$ cat src/rtl/pin_ctl_pkg.sv
package pin_ctl_pkg;

   localparam int FS_W = 3;
   typedef logic [FS_W-1:0] fsel_t;

   // function codes as seen by an input pin
   localparam fsel_t FS_NONE = 3'b000;
   localparam fsel_t FS_RISE = 3'b001;
   localparam fsel_t FS_FALL = 3'b010;
   localparam fsel_t FS_BOTH = 3'b011;

   // number of blink taps selectable on an output pin
   localparam int N_RATES = 7;

   function automatic logic edge_hit(fsel_t fs, logic rise, logic fall);
      logic r;
      case (fs)
         FS_RISE: r = rise;
         FS_FALL: r = fall;
         FS_BOTH: r = rise | fall;
         default: r = 1'b0;
      endcase
      return r;
   endfunction

endpackage

$ cat src/rtl/pin_ctl_regs.sv
module pin_ctl_regs
   import pin_ctl_pkg::*;
#(
   parameter int          NPINS     = 8,
   parameter logic [7:0]  BASE_ADDR = 8'h80
)(
   input  logic              clk,
   input  logic              rst_n,
   input  logic              wr_en,
   input  logic              rd_en,
   input  logic [7:0]        addr,
   input  logic [7:0]        wdata,
   input  logic [NPINS-1:0]  pin_lvl,
   input  logic [7:0]        stat_byte,
   output logic [7:0]        rdata,
   output fsel_t [NPINS-1:0] fs_o,
   output logic [NPINS-1:0]  dir_o,
   output logic [NPINS-1:0]  dat_o
);

   localparam logic [7:0] DIR_A  = 8'(BASE_ADDR + NPINS);
   localparam logic [7:0] DATA_A = 8'(BASE_ADDR + NPINS + 1);
   localparam logic [7:0] STAT_A = 8'(BASE_ADDR + NPINS + 2);

   fsel_t [NPINS-1:0] fs_q;
   logic  [NPINS-1:0] dir_q, dat_q;
   logic  [7:0]       rd_next;

   always_ff @(posedge clk or negedge rst_n) begin
      if (!rst_n) begin
         fs_q  <= '0;
         dir_q <= '1;
         dat_q <= '1;
      end else if (wr_en) begin
         for (int i = 0; i < NPINS; i++) begin
            if (addr == 8'(BASE_ADDR + i)) begin
               fs_q[i]  <= wdata[4:2];
               dir_q[i] <= wdata[1];
               dat_q[i] <= wdata[0];
            end
         end
         if (addr == DIR_A)  dir_q <= wdata[NPINS-1:0];
         if (addr == DATA_A) dat_q <= wdata[NPINS-1:0];
      end
   end

   always_comb begin
      rd_next = '0;
      for (int i = 0; i < NPINS; i++) begin
         if (addr == 8'(BASE_ADDR + i))
            rd_next = {3'b000, fs_q[i], dir_q[i], pin_lvl[i]};
      end
      if (addr == DIR_A)  rd_next[NPINS-1:0] = dir_q;
      if (addr == DATA_A) rd_next[NPINS-1:0] = pin_lvl;
      if (addr == STAT_A) rd_next = stat_byte;
   end

   always_ff @(posedge clk or negedge rst_n) begin
      if (!rst_n)     rdata <= '0;
      else if (rd_en) rdata <= rd_next;
   end

   assign fs_o  = fs_q;
   assign dir_o = dir_q;
   assign dat_o = dat_q;

endmodule

$ cat src/rtl/pin_ctl_filt.sv
module pin_ctl_filt #(
   parameter int SYNC_STAGES = 2,
   parameter int FILT_LEN    = 3
)(
   input  logic clk,
   input  logic rst_n,
   input  logic pin,
   output logic lvl,
   output logic rise,
   output logic fall
);

   localparam int CNT_W = (FILT_LEN > 2) ? $clog2(FILT_LEN) : 1;

   logic [SYNC_STAGES-1:0] sync_q;
   logic [CNT_W-1:0]       cnt_q;
   logic                   filt_q;

   always_ff @(posedge clk or negedge rst_n) begin
      if (!rst_n) sync_q <= '1;
      else        sync_q <= {sync_q[SYNC_STAGES-2:0], pin};
   end

   assign lvl = sync_q[SYNC_STAGES-1];

   always_ff @(posedge clk or negedge rst_n) begin
      if (!rst_n) begin
         cnt_q  <= '0;
         filt_q <= 1'b1;
         rise   <= 1'b0;
         fall   <= 1'b0;
      end else begin
         rise <= 1'b0;
         fall <= 1'b0;
         if (lvl == filt_q) begin
            cnt_q <= '0;
         end else if (cnt_q == CNT_W'(FILT_LEN - 1)) begin
            cnt_q  <= '0;
            filt_q <= lvl;
            rise   <= lvl;
            fall   <= ~lvl;
         end else begin
            cnt_q <= cnt_q + 1'b1;
         end
      end
   end

endmodule

$ cat src/rtl/pin_ctl_blink.sv
module pin_ctl_blink
   import pin_ctl_pkg::*;
#(
   parameter int NPINS      = 8,
   parameter int BLINK_BASE = 16
)(
   input  logic              clk,
   input  logic              rst_n,
   input  fsel_t [NPINS-1:0] fs,
   input  logic [NPINS-1:0]  dir,
   input  logic [NPINS-1:0]  dat,
   output logic [NPINS-1:0]  pin_out,
   output logic [NPINS-1:0]  pin_oe
);

   localparam int PW = BLINK_BASE + N_RATES - 1;

   logic [PW-1:0] presc_q;
   logic [7:0]    tap;

   always_ff @(posedge clk or negedge rst_n) begin
      if (!rst_n) presc_q <= '0;
      else        presc_q <= presc_q + 1'b1;
   end

   assign tap[0] = 1'b0;
   for (genvar k = 1; k <= N_RATES; k++) begin : g_tap
      assign tap[k] = presc_q[BLINK_BASE + k - 2];
   end

   always_comb begin
      for (int i = 0; i < NPINS; i++)
         pin_out[i] = (fs[i] == FS_NONE) ? dat[i] : tap[fs[i]];
   end

   assign pin_oe = ~dir;

endmodule

$ cat src/rtl/pin_ctl_irq.sv
module pin_ctl_irq
   import pin_ctl_pkg::*;
#(
   parameter int         NPINS     = 8,
   parameter logic [7:0] BASE_ADDR = 8'h80
)(
   input  logic              clk,
   input  logic              rst_n,
   input  fsel_t [NPINS-1:0] fs,
   input  logic [NPINS-1:0]  dir,
   input  logic [NPINS-1:0]  rise,
   input  logic [NPINS-1:0]  fall,
   input  logic              stat_rd,
   output logic [7:0]        stat_byte,
   output logic              int_n,
   output logic              pend_any
);

   logic [NPINS-1:0] dir_q, pend_q, hit, cand, take_mask;
   logic             valid_q, found;
   logic [7:0]       stat_q, sel_addr;

   always_comb begin
      for (int i = 0; i < NPINS; i++)
         hit[i] = dir[i] & dir_q[i] & edge_hit(fs[i], rise[i], fall[i]);
   end

   assign cand = pend_q | hit;

   always_comb begin
      found     = 1'b0;
      sel_addr  = '0;
      take_mask = '0;
      for (int i = 0; i < NPINS; i++) begin
         if (cand[i] && !found) begin
            found        = 1'b1;
            sel_addr     = 8'(BASE_ADDR + i);
            take_mask[i] = 1'b1;
         end
      end
   end

   always_ff @(posedge clk or negedge rst_n) begin
      if (!rst_n) begin
         dir_q   <= '1;
         pend_q  <= '0;
         valid_q <= 1'b0;
         stat_q  <= '0;
      end else begin
         dir_q <= dir;
         if (!valid_q && found) begin
            valid_q <= 1'b1;
            stat_q  <= sel_addr;
            pend_q  <= cand & ~take_mask;
         end else begin
            pend_q <= cand;
            if (valid_q && stat_rd) begin
               valid_q <= 1'b0;
               stat_q  <= '0;
            end
         end
      end
   end

   assign stat_byte = stat_q;
   assign int_n     = ~valid_q;
   assign pend_any  = |pend_q;

endmodule

$ cat src/rtl/pin_ctl_bank.sv
module pin_ctl_bank
   import pin_ctl_pkg::*;
#(
   parameter int         NPINS       = 8,
   parameter logic [7:0] BASE_ADDR   = 8'h80,
   parameter int         SYNC_STAGES = 2,
   parameter int         FILT_LEN    = 3,
   parameter int         BLINK_BASE  = 16
)(
   input  logic             clk,
   input  logic             rst_n,
   input  logic             wr_en,
   input  logic             rd_en,
   input  logic [7:0]       addr,
   input  logic [7:0]       wdata,
   output logic [7:0]       rdata,
   input  logic [NPINS-1:0] pin_in,
   output logic [NPINS-1:0] pin_out,
   output logic [NPINS-1:0] pin_oe,
   output logic             int_n
);

   localparam logic [7:0] STAT_A = 8'(BASE_ADDR + NPINS + 2);

   if (NPINS < 1 || NPINS > 8) begin : g_bad_npins
      $error("NPINS must lie in 1..8");
   end
   if (int'(BASE_ADDR) + NPINS + 2 > 255) begin : g_bad_base
      $error("register window exceeds the 8-bit address space");
   end
   if (SYNC_STAGES < 2) begin : g_bad_sync
      $error("SYNC_STAGES must be at least 2");
   end
   if (FILT_LEN < 2) begin : g_bad_filt
      $error("FILT_LEN must be at least 2");
   end
   if (BLINK_BASE < 2) begin : g_bad_blink
      $error("BLINK_BASE must be at least 2");
   end

   fsel_t [NPINS-1:0] fs;
   logic [NPINS-1:0]  dir, dat, pin_lvl, rise_p, fall_p;
   logic [7:0]        stat_byte;
   logic              stat_rd, pend_any;

   assign stat_rd = rd_en && (addr == STAT_A);

   pin_ctl_regs #(.NPINS(NPINS), .BASE_ADDR(BASE_ADDR)) u_regs (
      .clk(clk), .rst_n(rst_n), .wr_en(wr_en), .rd_en(rd_en), .addr(addr),
      .wdata(wdata), .pin_lvl(pin_lvl), .stat_byte(stat_byte), .rdata(rdata),
      .fs_o(fs), .dir_o(dir), .dat_o(dat)
   );

   for (genvar i = 0; i < NPINS; i++) begin : g_pin
      pin_ctl_filt #(.SYNC_STAGES(SYNC_STAGES), .FILT_LEN(FILT_LEN)) u_filt (
         .clk(clk), .rst_n(rst_n), .pin(pin_in[i]),
         .lvl(pin_lvl[i]), .rise(rise_p[i]), .fall(fall_p[i])
      );
   end

   pin_ctl_blink #(.NPINS(NPINS), .BLINK_BASE(BLINK_BASE)) u_blink (
      .clk(clk), .rst_n(rst_n), .fs(fs), .dir(dir), .dat(dat),
      .pin_out(pin_out), .pin_oe(pin_oe)
   );

   pin_ctl_irq #(.NPINS(NPINS), .BASE_ADDR(BASE_ADDR)) u_irq (
      .clk(clk), .rst_n(rst_n), .fs(fs), .dir(dir), .rise(rise_p),
      .fall(fall_p), .stat_rd(stat_rd), .stat_byte(stat_byte),
      .int_n(int_n), .pend_any(pend_any)
   );

endmodule

$ cat config.mk
export PLATFORM = sky130hd
export DESIGN_NAME = pin_ctl_bank
export DESIGN_NICKNAME = d
export VERILOG_FILES = /design/src/rtl/pin_ctl_pkg.sv /design/src/rtl/pin_ctl_regs.sv /design/src/rtl/pin_ctl_filt.sv /design/src/rtl/pin_ctl_blink.sv /design/src/rtl/pin_ctl_irq.sv /design/src/rtl/pin_ctl_bank.sv
export SDC_FILE = /design/constraint.sdc
export NUM_CORES = 1
export LEC_CHECK = 0
export BUFFER_PORTS_ARGS = -buffer_cell sky130_fd_sc_hd__buf_2
export CAP_MARGIN = 20
export CORE_UTILIZATION = 50
export DETAILED_ROUTE_END_ITERATION = 8
export GPL_TIMING_DRIVEN = 0
export PLACE_DENSITY = 0.77
export SYNTH_ARGS = -nofsm -noshare
export SYNTH_HDL_FRONTEND = slang
export SYNTH_SLANG_ARGS = --single-unit
export TNS_END_PERCENT = 20
$ cat constraint.sdc
create_clock -name clk -period 5.5 [get_ports clk]
set_clock_uncertainty 0.2 [all_clocks]
set_input_delay 1.1 -clock clk [delete_from_list [all_inputs] [get_ports clk]]
set_output_delay 1.1 -clock clk [all_outputs]
set_load 0.02 [all_outputs]
After elaboration in Yosys (flattened, before gate mapping):

Cells that the tools add are included.
Widths: inputs -> output; s select.

* add/sub/neg operators: 9
* magnitude comparators: 8
* equal/unequal tests: 51
* mux-type cells: 137
* bitwise operators: 45
* reductions and logical operators: 75

Operators with widths (number)
* $mux 8: 16
* $eq 8x8->1 const B: 11
* $mux 1: 81
* $reduce_and 2->1: 32
* $eq 3x2->1 const B: 16
* $mux 5: 8
* $reduce_bool 2->1: 17
* $lt 3x4->1 const B: 8
* $mux 2: 16
* $bmux 1 s3: 8
* $eq 3x1->1 const B: 8
* $logic_not 3->1: 8
* $pmux 1 s3: 8
* $add 22x1->22 const B: 1
* $not 1->1: 17
* $add 2x1->2 const B: 8
* $and 1x1->1: 16
* $eq 2x2->1 const B: 8
* $not 8->8: 2
* $logic_and 1x1->1: 10
* $and 8x8->8: 1
* $eq 1x1->1: 8
* $logic_not 1->1: 8
* $or 1x1->1: 8
* $or 8x8->8: 1

* register bits after elaboration: 151
* input port bits: 28
* output and inout bits: 25
* word-level logic and storage cells: 395

Logic depth before layout (Yosys ltp):

* depth after elaboration: 29
* depth in mapped cells: 8
* depth with buffers taken out: 6

Modules after synthesis:

Synthesis repeated with hierarchy kept, for this count alone.

* cells, all modules: 599
* area, all modules: 7383.3 um2

Modules (own cells, without submodules)
* pin_ctl_regs: times used 1, cells an instance 269, area each 2851.5 um2
* pin_ctl_filt: times used 8, cells an instance 14, area each 244.0 um2
* pin_ctl_blink: times used 1, cells an instance 117, area each 1498.9 um2
* pin_ctl_irq: times used 1, cells an instance 98, area each 1051.0 um2
* pin_ctl_bank: times used 1, cells an instance 3, area each 30.0 um2

Least setup slack after synthesis:

OpenSTA, ideal clock, no wires.

* path type: in2reg
* start: input addr[5]
* end: register u_regs.rdata[1]
* library setup time: 0.142 ns
* arrival: 2.820 ns
* setup slack: 2.338 ns
* cell stages on the path: 7
* buffers on the path: 2
* path through: or4b_1 buf_2 or2_4 buf_6 o32a_1 a221oi_1 o221ai_1

* longest elaborated chain between the ends: 12

Ends and longest elaborated chain
* from (decl): RTL line pin_ctl_bank.sv:14 `input logic [7:0] addr,`
* $eq 8x8->1: RTL line pin_ctl_regs.sv:50 `if (addr == 8'(BASE_ADDR + i))`
* $mux 5 (8 in a row): RTL line pin_ctl_regs.sv:50
* $mux 8: RTL line pin_ctl_regs.sv:53 `if (addr == DIR_A) rd_next[NPINS-1:0] = dir_q;`
* $mux 8: RTL line pin_ctl_regs.sv:54 `if (addr == DATA_A) rd_next[NPINS-1:0] = pin_lvl;`
* $mux 8 (*): RTL line pin_ctl_regs.sv:55 `if (addr == STAT_A) rd_next = stat_byte;`
* to (signal assigned): RTL line pin_ctl_regs.sv:60 `else if (rd_en) rdata <= rd_next;`
* to (decl): RTL line pin_ctl_regs.sv:15 `output logic [7:0] rdata,`

Every way passes the cells marked *; elsewhere a longest branch is shown, timed or not.
A chain may end at the register's enable or synchronous reset.

Worst setup path in the final report:

* start: register u_blink.presc_q[15]
* end: output pin_out[6]

* longest elaborated chain between the ends: 3

Ends and longest elaborated chain
* from (decl): RTL line pin_ctl_blink.sv:18 `logic [PW-1:0] presc_q;`
* from (signal assigned): RTL line pin_ctl_blink.sv:23 `else presc_q <= presc_q + 1'b1;`
* $bmux 1 s3: RTL line pin_ctl_blink.sv:33 `pin_out[i] = (fs[i] == FS_NONE) ? dat[i] : tap[fs[i]];`
* $mux 1 (not written as such): RTL line pin_ctl_blink.sv:33
* $mux 1: RTL line pin_ctl_blink.sv:33
* to (decl): RTL line pin_ctl_bank.sv:18 `output logic [NPINS-1:0] pin_out,`

No other way between the ends. The select of a mux whose other input is x is not followed.

==> run_results.csv <==
group,metric,value,unit
synthesis,synth_area_leaders,"sky130_fd_sc_hd__dfrtp_1 36%, sky130_fd_sc_hd__dfstp_2 18%, sky130_fd_sc_hd__mux4_2 6.2%, sky130_fd_sc_hd__mux2_2 6.0%, sky130_fd_sc_hd__nand2_1 4.0%",
floorplan,i_o_pins,53,
synthesis,ys_warn_count,0,
min_path,hold_path.startpoint,"g_pin[3].u_filt.sync_q[0]",
finish,area_growth_syn_to_layout,15.4,%
cts,ctsResizeCount,0,
cts,clock_insertion_delay_worst_skew,0.44,ns
synthesis,synth.area.mux_share,12.9,%
critical_path,end_kind,"output port",
run,drv.max_cap_violation_count,0,
synthesis,syn-cell-area,0.00694,sq mm
placement,place.gp.congestion,0.930,
sta,worst-slew-pin-transition,0.762,ns
route,drt-vias-per-instance,5.94,
route,first_pass_iteration_count_of_the_detailed_router,5,
global_routing,largest_net_degree_at_the_start_of_global_routing,110,
critical_path,rr_endpoint,"u_irq.stat_byte[0]",
sta,clock.fmax,291,MHz
finish,final-instance-count-excl-fill,887,
global_routing,grt_met3_usage,5.56,%
critical_path,crit_path_max_incr_delay,0.53,ns
power_and_ir_drop,power.density,345,mW/mm^2
global_routing,grt_antenna_before_repair,0,
min_path,min_delay_worst_endpoint,"g_pin[3].u_filt.sync_q[1]",
floorplan,initial_core_utilization,51.8,%
route,postRouteWirelength,18000,um
critical_path,critPathLaunchType,"flip-flop",
global_routing,gr-usage-met2,42.5,%
synthesis,synth.ff_latch_count,147,
synthesis,yosys-top-cells-count,"99 x sky130_fd_sc_hd__dfrtp_1, 74 x sky130_fd_sc_hd__nand2_1, 53 x sky130_fd_sc_hd__nor2_1",
cts,tritoncts,"yes",
route,routed_wire_length_per_instance,20.2,um
route,drtIter0Drc,473,
synthesis,synthDominantAreaCellType,"sky130_fd_sc_hd__dfrtp_1",
route,final_antenna_net_count,0,
finish,final_nets,727,
min_path,hold-path-cell-count,0,
synthesis,synth_edf_count,0,
synthesis,post-synth-top-area-fraction,35.7,%
power_and_ir_drop,design_power_total,2760,uW
floorplan,rows,42,
finish,filler_cell_count,1098,
global_routing,wire_length_of_the_first_global_routing_pass,28900,um
sta,final_report_setup_violation_count,0,
cts,cts_inserted_buffers,17,
finish,postLayoutCoreUtil,59.7,%
power_and_ir_drop,leakagePower,0.00344,uW
critical_path,rrSetupSlack,2.99,ns
cts,clock-root-buffer,"sky130_fd_sc_hd__clkbuf_16",
synthesis,yosys.area_share.simple,14.9,%
cts,clkTransAtPathRegs,0.06,ns
sta,grt_setup_unrepaired,"false",
synthesis,synth-adder-area-share,0.180,%
sta,worst_slew_margin_rel,48.5,%
critical_path,slowest_stage,"sky130_fd_sc_hd__mux4_2",
synthesis,synth_compound_gate_area_share,12.2,%
critical_path,critical_path.reg2reg.startpoint,"u_regs.fs_o[7]",
synthesis,synthCells,631,
floorplan,core-area,0.0134,sq mm
synthesis,synth_cell_types,53,
route,vias,5271,
sta,pins_over_slew_limit,0,
sta,fin_crit,3.44,ns
global_routing,busiest_layer,"met2",
critical_path,worstPathRequired,4.20,ns
critical_path,delay_heaviest_family_cp,"multiplexers",
floorplan,floorplan.die_area,0.0143,sq mm
global_routing,met1_track_utilization_from_global_routing,36.6,%
cts,htreeDepth,4,
cts,holdBufCountCts,0,
sta,period_share,62.6,%
sta,report.final.hold_viol_count,0,
power_and_ir_drop,irDropWorstVdd,0.212,mV
critical_path,timing.critical_path.cells,"clkbuf_1, mux4_2, mux2_2, buf_2",
synthesis,synthesis.area_per_instance,11.0,sq um
global_routing,global_route_usage_sum,27.2,%
global_routing,grt_overflow_total,0,
min_path,hold_path_class,"flip-flop to flip-flop",
synthesis,synthArstFlopShare,100,%
global_routing,grt_pass1_vias,5307,
critical_path,worst-path-max-fanout,10,
critical_path,path_buf_inv,2,
synthesis,synth.net_count,660,
finish,n_antenna_cell,0,
finish,post_route_cells_drive_above_1_share,27.4,%
critical_path,ff2ff_path_depth,7,
cts,clock-sinks,147,
cts,cts_max_path_bufs,2,
route,drc,0,
status,status,"finished clean",
synthesis,ys_dominant_reg_cell,"sky130_fd_sc_hd__dfrtp_1",
placement,numPlacedInstances,855,
critical_path,worst_ep_arrival_time,2.14,ns
synthesis,synth_seq_area_share,53.9,%
placement,post-dp-hpwl,12700,um
synthesis,xor_xnor_share_of_the_synthesized_area,2.53,%
critical_path,criticalPathCategory,"flip-flop to output port",
cts,cts.repair_timing.setup_buffer_count,0,
synthesis,synth_top_family_by_area,"simple AND/OR/NAND/NOR gates",
placement,portBuffers,47,
floorplan,dieWidth,120,um
sta,worst_hold_slack,0.155,ns
floorplan,vert_die_dim,120,um
synthesis,yosysMostFrequentCell,"sky130_fd_sc_hd__dfrtp_1",
sta,setup_total_negative_slack,0,ns
sequential cells by signal (all words and copies together) (netlist names), 4 cells and up:
name and flops:
g_pin.u_filt.rise 8, u_irq.pend_q 8, u_regs.dat_o 8, u_irq.stat_byte 4, u_blink.presc_q 22, u_regs.rdata 8, g_pin.u_filt.cnt_q 16, u_regs.fs_o 24
g_pin.u_filt.sync_q 16, g_pin.u_filt.filt_q 8, u_irq.dir_q 8, g_pin.u_filt.fall 8, u_regs.dir_o 8
where the power goes:
group          switching [uW]  leakage [uW]  internal (uW)
registers                89.4       0.00185           1230
logic                     172       0.00132            138
clock network             497      0.000271            634
placed cells by master (no fill, tap or decap), types with 5 or more instances in the layout:
master and n:
sky130_fd_sc_hd__a211oi_1 11, sky130_fd_sc_hd__a21oi_1 18, sky130_fd_sc_hd__a22o_1 17, sky130_fd_sc_hd__a22oi_1 8, sky130_fd_sc_hd__a31oi_1 5, sky130_fd_sc_hd__a41oi_1 5, sky130_fd_sc_hd__and2_1 5, sky130_fd_sc_hd__buf_2 50
sky130_fd_sc_hd__clkbuf_1 22, sky130_fd_sc_hd__clkbuf_16 17, sky130_fd_sc_hd__dfrtp_1 99, sky130_fd_sc_hd__dfstp_2 48, sky130_fd_sc_hd__inv_1 31, sky130_fd_sc_hd__mux2_2 37, sky130_fd_sc_hd__mux2i_1 5, sky130_fd_sc_hd__mux4_2 19
sky130_fd_sc_hd__nand2_1 74, sky130_fd_sc_hd__nand2b_1 27, sky130_fd_sc_hd__nand3_1 17, sky130_fd_sc_hd__nand4_1 7, sky130_fd_sc_hd__nor2_1 53, sky130_fd_sc_hd__nor2b_1 9, sky130_fd_sc_hd__nor3_1 11, sky130_fd_sc_hd__o21ai_0 31
sky130_fd_sc_hd__o22ai_1 6, sky130_fd_sc_hd__xnor2_1 13, sky130_fd_sc_hd__xor2_1 7
cell families after synthesis:
family / Yosys count
flip-flops: 147
AND/OR/NAND/NOR: 218
XOR/XNOR: 20
adder cells (fa/ha/maj): 1
multiplexers: 61
buffers and inverters: 59
AO/OA/AOI/OAI: 125
routing by layer:
layer / up-vias / share of wire, % / wire length, um
met4: 0 / 3.2 / 567
met5: - / 0 / 0
met3: 43 / 6.5 / 1170
met1: 2627 / 43 / 7640
met2: 224 / 48 / 8570
li1: 2377 / - / -
metrics by stage:
step	cell area, sq um	worst slack [ns]
2_1_floorplan	6940	2.34
3_3_place_gp	7390	1.23
3_5_place_dp	7430	1.89
4_1_cts	8010	2.09
5_1_grt	8010	2.03
6_report	8010	2.06
worst register-to-register path, delay by kind of cell (launching register included):
| family | cells | cell delay [ns] |
|---|---|---|
| AO/OA/AOI/OAI | 3 | 0.91 |
| AND/OR/NAND/NOR | 2 | 0.50 |
| multiplexers | 1 | 0.19 |
| buffers and inverters | 1 | 0.21 |
| flip-flops | 1 | 0.36 |
layout make-up:
cell class | count | area, sq um | share of cell area [%]
inverter | 31 | 116 | 1.45
timing repair buffer | 48 | 269 | 3.36
buffer | 28 | 118 | 1.47
clock inverter | 15 | 154 | 1.92
sequential | 147 | 3740 | 46.7
clock buffer | 17 | 425 | 5.31
multi-input combinational | 425 | 2960 | 37.0
tap | 176 | 220 | 2.75
worst max-delay path by stage:
stage	from	endpoint	depth (start not counted)	slack, ns
5_1_grt	u_blink.presc_q[15]	pin_out[6]	4	2.03
2_1_floorplan	addr[5]	u_regs.rdata[1]	7	2.34
6_report	u_blink.presc_q[15]	pin_out[6]	4	2.06
3_3_place_gp	rst_n	g_pin[5].u_filt.cnt_q[1]	1	1.23
4_1_cts	u_blink.presc_q[15]	pin_out[6]	4	2.09
3_5_place_dp	addr[5]	u_regs.rdata[3]	9	1.89
Power figures use the tool's default switching activity.
